**src/rtl/smap_pkg.sv**
```systemverilog
package smap_pkg;

    typedef enum logic [2:0] {
        RG_MAIN   = 3'd0,
        RG_SHADOW = 3'd1,
        RG_MOS    = 3'd2,
        RG_SWRAM  = 3'd3,
        RG_SWROM  = 3'd4,
        RG_EXT    = 3'd5,
        RG_IO     = 3'd6
    } region_e;

    localparam int ADDR_W = 16;
    localparam int DATA_W = 8;
    localparam int SLOT_W = 4;

    // control bit positions inside the latches
    localparam int PAGE_OVERLAY_BIT = 7;
    localparam int CTRL_VDU_BIT     = 0;
    localparam int CTRL_USER_BIT    = 1;
    localparam int CTRL_HI_BIT      = 3;

    // latch base addresses (four-byte aliased blocks)
    localparam logic [ADDR_W-1:0] PAGE_LATCH_ADDR = 16'hFE30;
    localparam logic [ADDR_W-1:0] CTRL_LATCH_ADDR = 16'hFE34;

    // sideways slot policy boundaries
    localparam int SW_RAM_FIRST = 4;
    localparam int SW_RAM_LAST  = 7;
    localparam int SW_ROM_FIRST = 9;

    typedef struct packed {
        logic [DATA_W-1:0] page;
        logic [DATA_W-1:0] ctrl;
        logic              vdu;
    } map_state_t;

    function automatic region_e slot_kind(input logic [SLOT_W-1:0] s);
        if (int'(s) >= SW_RAM_FIRST && int'(s) <= SW_RAM_LAST) return RG_SWRAM;
        if (int'(s) >= SW_ROM_FIRST) return RG_SWROM;
        return RG_EXT;
    endfunction

    function automatic logic in_driver_area(input logic [ADDR_W-1:0] a);
        return a[15:13] == 3'b110;
    endfunction

    function automatic logic in_screen_area(input logic [ADDR_W-1:0] a);
        return (a >= 16'h3000) && (a <= 16'h7FFF);
    endfunction

endpackage

```
**src/rtl/smap_state.sv**
```systemverilog
module smap_state
    import smap_pkg::*;
(
    input  logic              clk,
    input  logic              rst,
    input  logic              cpu_valid,
    input  logic [ADDR_W-1:0] cpu_addr,
    input  logic              cpu_we,
    input  logic              cpu_sync,
    input  logic [DATA_W-1:0] cpu_wdata,
    output map_state_t        st_q
);
    localparam int ALIAS_W = 2;

    logic hit_page, hit_ctrl;
    assign hit_page = cpu_valid && cpu_we &&
        (cpu_addr[ADDR_W-1:ALIAS_W] == PAGE_LATCH_ADDR[ADDR_W-1:ALIAS_W]);
    assign hit_ctrl = cpu_valid && cpu_we &&
        (cpu_addr[ADDR_W-1:ALIAS_W] == CTRL_LATCH_ADDR[ADDR_W-1:ALIAS_W]);

    always_ff @(posedge clk) begin
        if (rst) begin
            st_q <= '0;
        end else begin
            if (hit_page) st_q.page <= cpu_wdata;
            if (hit_ctrl) st_q.ctrl <= cpu_wdata;
            if (cpu_valid && cpu_sync) st_q.vdu <= in_driver_area(cpu_addr);
        end
    end

    assert_page_load_R4: assert property (@(posedge clk) disable iff (rst)
        (cpu_valid && cpu_we && cpu_addr[15:2] == 14'h3F8C) |=> (st_q.page == $past(cpu_wdata)));

    assert_ctrl_load_R7: assert property (@(posedge clk) disable iff (rst)
        (cpu_valid && cpu_we && cpu_addr[15:2] == 14'h3F8D) |=> (st_q.ctrl == $past(cpu_wdata)));

    assert_flag_hold_R9: assert property (@(posedge clk) disable iff (rst)
        !(cpu_valid && cpu_sync) |=> $stable(st_q.vdu));

endmodule

```
**src/rtl/smap_decode.sv**
```systemverilog
module smap_decode
    import smap_pkg::*;
(
    input  logic [ADDR_W-1:0] addr,
    input  map_state_t        st,
    output region_e           region,
    output logic [SLOT_W-1:0] slot,
    output logic              screen,
    output logic              slow
);
    logic [7:0] pg;
    assign pg     = addr[15:8];
    assign slot   = st.page[SLOT_W-1:0];
    assign screen = in_screen_area(addr);
    assign slow   = (pg == 8'hFC) || (pg == 8'hFD);

    always_comb begin
        region = RG_MAIN;
        if (pg >= 8'hFC && pg <= 8'hFE) begin
            region = RG_IO;
        end else if (in_driver_area(addr)) begin
            region = st.ctrl[CTRL_HI_BIT] ? RG_SHADOW : RG_MOS;
        end else if (addr[15:13] == 3'b111) begin
            region = RG_MOS;
        end else if (addr[15:14] == 2'b10) begin
            if (st.page[PAGE_OVERLAY_BIT] && addr[13:12] == 2'b00)
                region = RG_SHADOW;
            else
                region = slot_kind(slot);
        end else if (screen) begin
            if (st.vdu ? st.ctrl[CTRL_VDU_BIT] : st.ctrl[CTRL_USER_BIT])
                region = RG_SHADOW;
            else
                region = RG_MAIN;
        end
    end

endmodule

```
**src/rtl/smap_hostctl.sv**
```systemverilog
module smap_hostctl
    import smap_pkg::*;
(
    input  logic              clk,
    input  logic              rst,
    input  logic              cpu_valid,
    input  logic              cpu_we,
    input  logic              cpu_sync,
    input  logic [ADDR_W-1:0] cpu_addr,
    input  region_e           region,
    input  logic              screen,
    input  logic              vdu_q,
    output logic              host_wr,
    output logic              drop,
    output logic              sync_out
);
    logic wr;
    assign wr = cpu_valid && cpu_we;

    assign host_wr  = wr && (region == RG_IO || region == RG_EXT || screen);
    assign drop     = wr && (region == RG_SWROM || region == RG_MOS);
    assign sync_out = cpu_valid && cpu_sync && (in_driver_area(cpu_addr) != vdu_q);

    assert_io_write_R3: assert property (@(posedge clk) disable iff (rst)
        (cpu_valid && cpu_we && cpu_addr[15:8] == 8'hFE) |-> host_wr);

    assert_exclusive_R6: assert property (@(posedge clk) disable iff (rst)
        !(host_wr && drop));

    assert_sync_flip_R10: assert property (@(posedge clk) disable iff (rst)
        sync_out |=> (vdu_q != $past(vdu_q)));

    assert_sync_only_fetch_R10: assert property (@(posedge clk) disable iff (rst)
        sync_out |-> (cpu_valid && cpu_sync));

endmodule

```
**src/rtl/shadow_page_mapper.sv**
```systemverilog
module shadow_page_mapper
    import smap_pkg::*;
(
    input  logic        clk,
    input  logic        rst,
    input  logic        cpu_valid,
    input  logic [15:0] cpu_addr,
    input  logic        cpu_we,
    input  logic        cpu_sync,
    input  logic [7:0]  cpu_wdata,
    output logic [2:0]  acc_region,
    output logic [3:0]  acc_slot,
    output logic        acc_slow,
    output logic        acc_host_wr,
    output logic        acc_drop,
    output logic        sync_to_host
);
    map_state_t st_q;
    region_e    region;
    logic       screen;

    smap_state u_state (
        .clk(clk), .rst(rst), .cpu_valid(cpu_valid), .cpu_addr(cpu_addr),
        .cpu_we(cpu_we), .cpu_sync(cpu_sync), .cpu_wdata(cpu_wdata), .st_q(st_q)
    );

    smap_decode u_decode (
        .addr(cpu_addr), .st(st_q), .region(region), .slot(acc_slot),
        .screen(screen), .slow(acc_slow)
    );

    smap_hostctl u_host (
        .clk(clk), .rst(rst), .cpu_valid(cpu_valid), .cpu_we(cpu_we),
        .cpu_sync(cpu_sync), .cpu_addr(cpu_addr), .region(region),
        .screen(screen), .vdu_q(st_q.vdu), .host_wr(acc_host_wr),
        .drop(acc_drop), .sync_out(sync_to_host)
    );

    assign acc_region = region;

    assert_reset_R1: assert property (@(posedge clk)
        $past(rst) |-> (st_q == '0));

    assert_screen_write_R11: assert property (@(posedge clk) disable iff (rst)
        (cpu_valid && cpu_we && cpu_addr >= 16'h3000 && cpu_addr <= 16'h7FFF) |-> acc_host_wr);

endmodule

```
**config.mk**
```make
export PLATFORM = sky130hd
export DESIGN_NAME = shadow_page_mapper
export DESIGN_NICKNAME = d
export VERILOG_FILES = /design/src/rtl/smap_pkg.sv /design/src/rtl/smap_state.sv /design/src/rtl/smap_decode.sv /design/src/rtl/smap_hostctl.sv /design/src/rtl/shadow_page_mapper.sv
export SDC_FILE = /design/constraint.sdc
export NUM_CORES = 1
export LEC_CHECK = 0
export ABC_AREA = 1
export BUFFER_PORTS_ARGS = -buffer_cell sky130_fd_sc_hd__buf_2
export CORE_AREA = 2 2 66 43
export CTS_BUF_LIST = sky130_fd_sc_hd__clkbuf_4 sky130_fd_sc_hd__clkbuf_8
export DETAILED_ROUTE_END_ITERATION = 8
export DIE_AREA = 0 0 68 45
export HOLD_SLACK_MARGIN = 0.1
export PLACE_DENSITY = 0.82
export SLEW_MARGIN = 20
export SYNTH_ARGS = -nofsm -noshare
export SYNTH_HDL_FRONTEND = slang
export SYNTH_HIERARCHICAL = 1
export SYNTH_SLANG_ARGS = --single-unit
```
**constraint.sdc**
```tcl
create_clock -name clk -period 3.1 [get_ports clk]
set_input_delay 0.31 -clock clk [delete_from_list [all_inputs] [get_ports clk]]
set_output_delay 0.31 -clock clk [all_outputs]
set_load 0.03 [all_outputs]
```
==> results.cfg, run 1 <==
[clock_network]
cts_tree = yes
cts_resized = 0
clk_latency_ps = 230
cts_setup_buffers = 0
cts_buffers = 3
ctsHoldBuffers = 0
clockBufferDepth = 2
clkTransAtPathRegs_ps = 50
htreeDepth = 1
cts-root-buf = clkbuf_8
cts.sinks = 9

[synthesis]
synth_cells = 156
synth.net_count = 185
synth_area_sq_um = 907
syn_area_per_cell_sq_um = 5.81
ys_warn_count = 6

[setup_path]
cp_max_fo = 5
crit_path_start_kind = register
end_kind = primary output
crit_type = register to primary output
critical_path_required_ps = 2790
arrival_ps = 1740

[run_status]
status = finished, final reports clean

[timing]
setup_viol = 0
final_max_slew_viol_count = 0
fin_tns_setup_ps = 0
rsz0062_at_grt = false
hold_violations = 0
max_slew_margin = 0.728
setup_slack_ps = 1050
tightest_slew_ps = 403
fmax_ghz = 0.488
fin_crit_ps = 2050
finClkSkew_ps = 0
period_share = 0.660

[routing]
wl_mm = 1.85
post_drt_wl_per_cell_um = 8.46
dr.pass1.iters = 4
vias_per_cell = 4.09
num_vias = 896
ant_nets = 0
post-route-drc-count = 0
drt_iter0_markers = 42

[layout]
area_growth_syn_to_layout_pct = 22.3
top_regs = u_state/st_q x9
nets = 217
largest_reg_flops = 9
regMostFlops = u_state/st_q
diodes = 0
post-route-cell-area_sq_um = 1110
layout-drive-gt1-share = 0.299

[place]
postPlaceCellArea_sq_um = 1060
place_congestion = 0.828
post-dp-hpwl_mm = 1.54
placement.io_buffers = 34
post-place-ws_ps = 1200

[floorplanning]
initial_utilization = 0.375
die_width_um = 68
coreArea_sq_um = 2420
rows = 14
dieArea_sq_um = 3060
ios = 40
dieHeight_um = 45

[global_route]
grt_pass1_wl_mm = 3.04
grtUsageTotal = 0.137
grt_max_degree = 11
antenna_found_initial = 0
first_global_vias = 751
overflow = 0

[pwr]
ir_drop_v = 0.000139
fin_total_pwr_mw = 0.336
p_leak_nw = 0.653
p_per_area_nw_per_um2 = 302

[worst_hold_path]
worstHoldPathType = primary input to register

[flow_run]
maxCapViolCount = 0
[worst max-delay path, cell delays in order (launching register included)]
cell     delay, ps
dfxtp_1        370
nand2_1         70
nand2_1         80
nand3_1         80
nand2_1         60
nand2_1         40
a21oi_1        300
nand3_1        130
nand3_1         90
nand2_1         50
inv_1           40
buf_2          180
[power by group]
| group | internal, mW | switching [mW] | total (mW) | leakage [nW] |
|---|---|---|---|---|
| sequential | 0.116 | 0.000245 | 0.117 | 0.0725 |
| clock | 0.0986 | 0.0487 | 0.147 | 0.0262 |
| combinational | 0.0252 | 0.0465 | 0.0717 | 0.555 |
| total | 0.240 | 0.0955 | 0.336 | 0.653 |
[cell usage in the layout (no fill, tap or decap), types with 3 or more instances in the layout]
cell type  count
nor2_1        20
clkbuf_8       3
inv_1         37
inv_2          5
buf_2         34
dfxtp_1        9
nand3_1        6
nand4_1        9
nand2_1       43
a21oi_1        4
[final timing paths]
kind | startpoint | end | slack [ps] | cells past startpoint
worst max register to register | u_state/st_q[11] | u_state/st_q[11] | 2430 | 4
worst min register to register | u_state/st_q[0] | u_state/st_q[0] | 510 | 2
worst min-delay path | rst | u_state/st_q[0] | 250 | 2
worst max-delay path | u_state/st_q[0] | acc_host_wr | 1050 | 11
[area by class of cell]
type | instances | area [sq um]
multi-input cells | 98 | 513
well taps | 32 | 40.0
fillers | 278 | 1310
repair buffers | 34 | 170
clock buffers | 4 | 48.8
flip-flops and latches | 9 | 180
inverters | 42 | 158
[metrics by stage]
step           hold WS [ps]  cells   util
6_report                253    219  0.459
5_1_grt                 259    219  0.459
4_1_cts                 248    219  0.459
3_5_place_dp            496    215  0.439
3_3_place_gp            494    215  0.439
2_1_floorplan           379    156      -
[per-layer routing]
| layer | routed length (um) | global-route usage | part of all wire |
|---|---|---|---|
| met5 | 0 | 0 | 0 |
| met4 | 18 | 0.0480 | 0.0097 |
| met3 | 128 | 0.0599 | 0.069 |
| met2 | 694 | 0.188 | 0.37 |
| met1 | 1010 | 0.189 | 0.55 |
Power figures use the tool's default switching activity.
==> run 2: changes to the inputs <==
CORE_AREA = 2 2 67 44   (was 2 2 66 43)
DIE_AREA = 0 0 69 46   (was 0 0 68 45)
PLACE_DENSITY = 0.79   (was 0.82)
clock period = 2.1 ns   (was 3.1 ns; I/O delays follow)
==> results.cfg, run 2 (synthesis gave the netlist of run 1 again) <==
[layout]
regMostFlops = u_state/st_q
area_growth_syn_to_layout_pct = 24.3
nets = 217
fin_util = 0.429
final_common_cell = nand2_1
final_cell_mix = nand2_1 (43), inv_1 (37), buf_2 (34), nor2_1 (20)
layout-drive-gt1-share = 0.310
top_regs = u_state/st_q x9
filler_cell_count = 301
diodes = 0
largest_reg_flops = 9

[timing]
hold_violations = 0
finClkSkew_ps = 0
period_share = 0.885
setup_viol = 0
tightest_slew_ps = 310
fin_tns_setup_ps = 0
final_max_slew_viol_count = 0
max_slew_margin = 0.793
fmax_ghz = 0.538
fin_crit_ps = 1860
rsz0062_at_grt = false

[setup_path]
crit_path_start_kind = register
end_kind = primary output
worst-path-buf-inv = 3
r2r-end = u_state/st_q[4]
reg2reg_depth = 4
critPathMaxStageDelay_ps = 400
rrSetupSlack_ps = 1410
crit_type = register to primary output
crit_chain = nand2_1 -> nand2_1 -> nand3_1 -> nand2_1 -> nand2_1 -> a21oi_2 -> inv_2 -> nand3_1 -> nand3_1 -> nand2_1 -> inv_1 -> buf_2
reg2reg_from = u_state/st_q[4]
arrival_ps = 1650
crit_family = simple AND/OR/NAND/NOR gates
critical_path_required_ps = 1890
critPathSlowestCell = dfxtp_1
cp_max_fo = 5
crit_path_frequent_cell = nand2_1

[pwr]
p_clk_frac = 0.433
p_per_area_nw_per_um2 = 437
ir_drop_v = 0.000172
netSwitchingPower_mw = 0.138
fin_total_pwr_mw = 0.493
power.share.combinational = 0.218
p_leak_nw = 0.659
p_int_mw = 0.355
swShare = 0.280
power_frac_seq = 0.350

[routing]
num_vias = 924
wl_mm = 1.89
drt_iter0_markers = 44
vias_per_cell = 4.18
dr.pass1.iters = 4
post-route-drc-count = 0
ant_nets = 0
post_drt_wl_per_cell_um = 8.57

[global_route]
grt_pass1_wl_mm = 2.93
overflow = 0
first_global_vias = 670
antenna_found_initial = 0
grtUsageTotal = 0.123
grt_max_degree = 11

[clock_network]
clk_latency_ps = 230
clockBufferDepth = 2
cts.sinks = 9
clkTransAtPathRegs_ps = 40
cts_setup_buffers = 0
htreeDepth = 1
cts_tree = yes
cts_buffers = 3
cts-root-buf = clkbuf_8

[worst_hold_path]
worstHoldPathType = primary input to register
holdPathEnd = u_state/st_q[0]
hold_depth = 2
min_from = rst

[flow_run]
maxCapViolCount = 0

[place]
place_congestion = 0.816
post-dp-hpwl_mm = 1.62
placement.io_buffers = 34

[run_status]
status = finished, final reports clean

[floorplanning]
dieHeight_um = 46
dieArea_sq_um = 3170
initial_utilization = 0.345
ios = 40
rows = 15
die_width_um = 69
coreArea_sq_um = 2630
==> run 2: area by class of cell <==
cell class | count | area [sq um] | area share
flip-flops and latches | 9 | 180 | 0.160
well taps | 34 | 42.5 | 0.0377
inverters | 42 | 158 | 0.140
clock buffers | 4 | 48.8 | 0.0433
repair buffers | 34 | 170 | 0.151
multi-input cells | 98 | 528 | 0.468
==> run 2: per-layer routing <==
layer	share of wire	global-route usage	wire length, um	up-vias
met1	0.51	0.166	959	379
met5	0	0	0	-
li1	-	-	-	522
met3	0.054	0.0487	103	0
met2	0.44	0.177	831	23
met4	0	0.0471	0	0
==> run 2: worst max path at each step <==
stage / end / cells after the start / slack, ps / start
after floorplan: acc_drop / 8 / 90 / cpu_addr[13]
after global placement: acc_host_wr / 10 / 370 / cpu_addr[15]
after detailed placement: acc_host_wr / 10 / 370 / cpu_addr[15]
after CTS: acc_host_wr / 11 / 130 / u_state/st_q[0]
after global routing: acc_drop / 9 / 40 / u_state/st_q[11]
final: acc_host_wr / 12 / 240 / u_state/st_q[0]
==> run 2: power by group through the flow <==
stage	Clock (mW)	Combinational, mW	Sequential [mW]
floorplan	0	0.0649	0.175
global placement	0	0.106	0.175
detailed placement	0	0.107	0.175
CTS	0.222	0.108	0.172
global route	0.232	0.121	0.172
finish	0.213	0.107	0.172
==> run 2: timing repair <==
| item | CTS | global route |
|---|---|---|
| endpoints found under the setup margin | 0 | 1 |
| hold endpoints to repair | 0 | 0 |
| gates resized for setup | 0 | 1 |
| hold buffers | 0 | 0 |
==> run 2: worst register-to-register path, cell delays in order, from the launching register on <==
cell and delay, ps:
dfxtp_1 380, inv_1 60, nand2_1 60, inv_1 30
nor2_1 100
==> run 2: through the flow <==
step	hold WS, ps	instances	cell area (sq um)	setup slack [ps]
after floorplan	279	156	918	87.9
after global placement	396	217	1070	371
after detailed placement	394	217	1070	368
after CTS	148	221	1120	132
after global routing	156	221	1130	41.2
final	152	221	1130	242
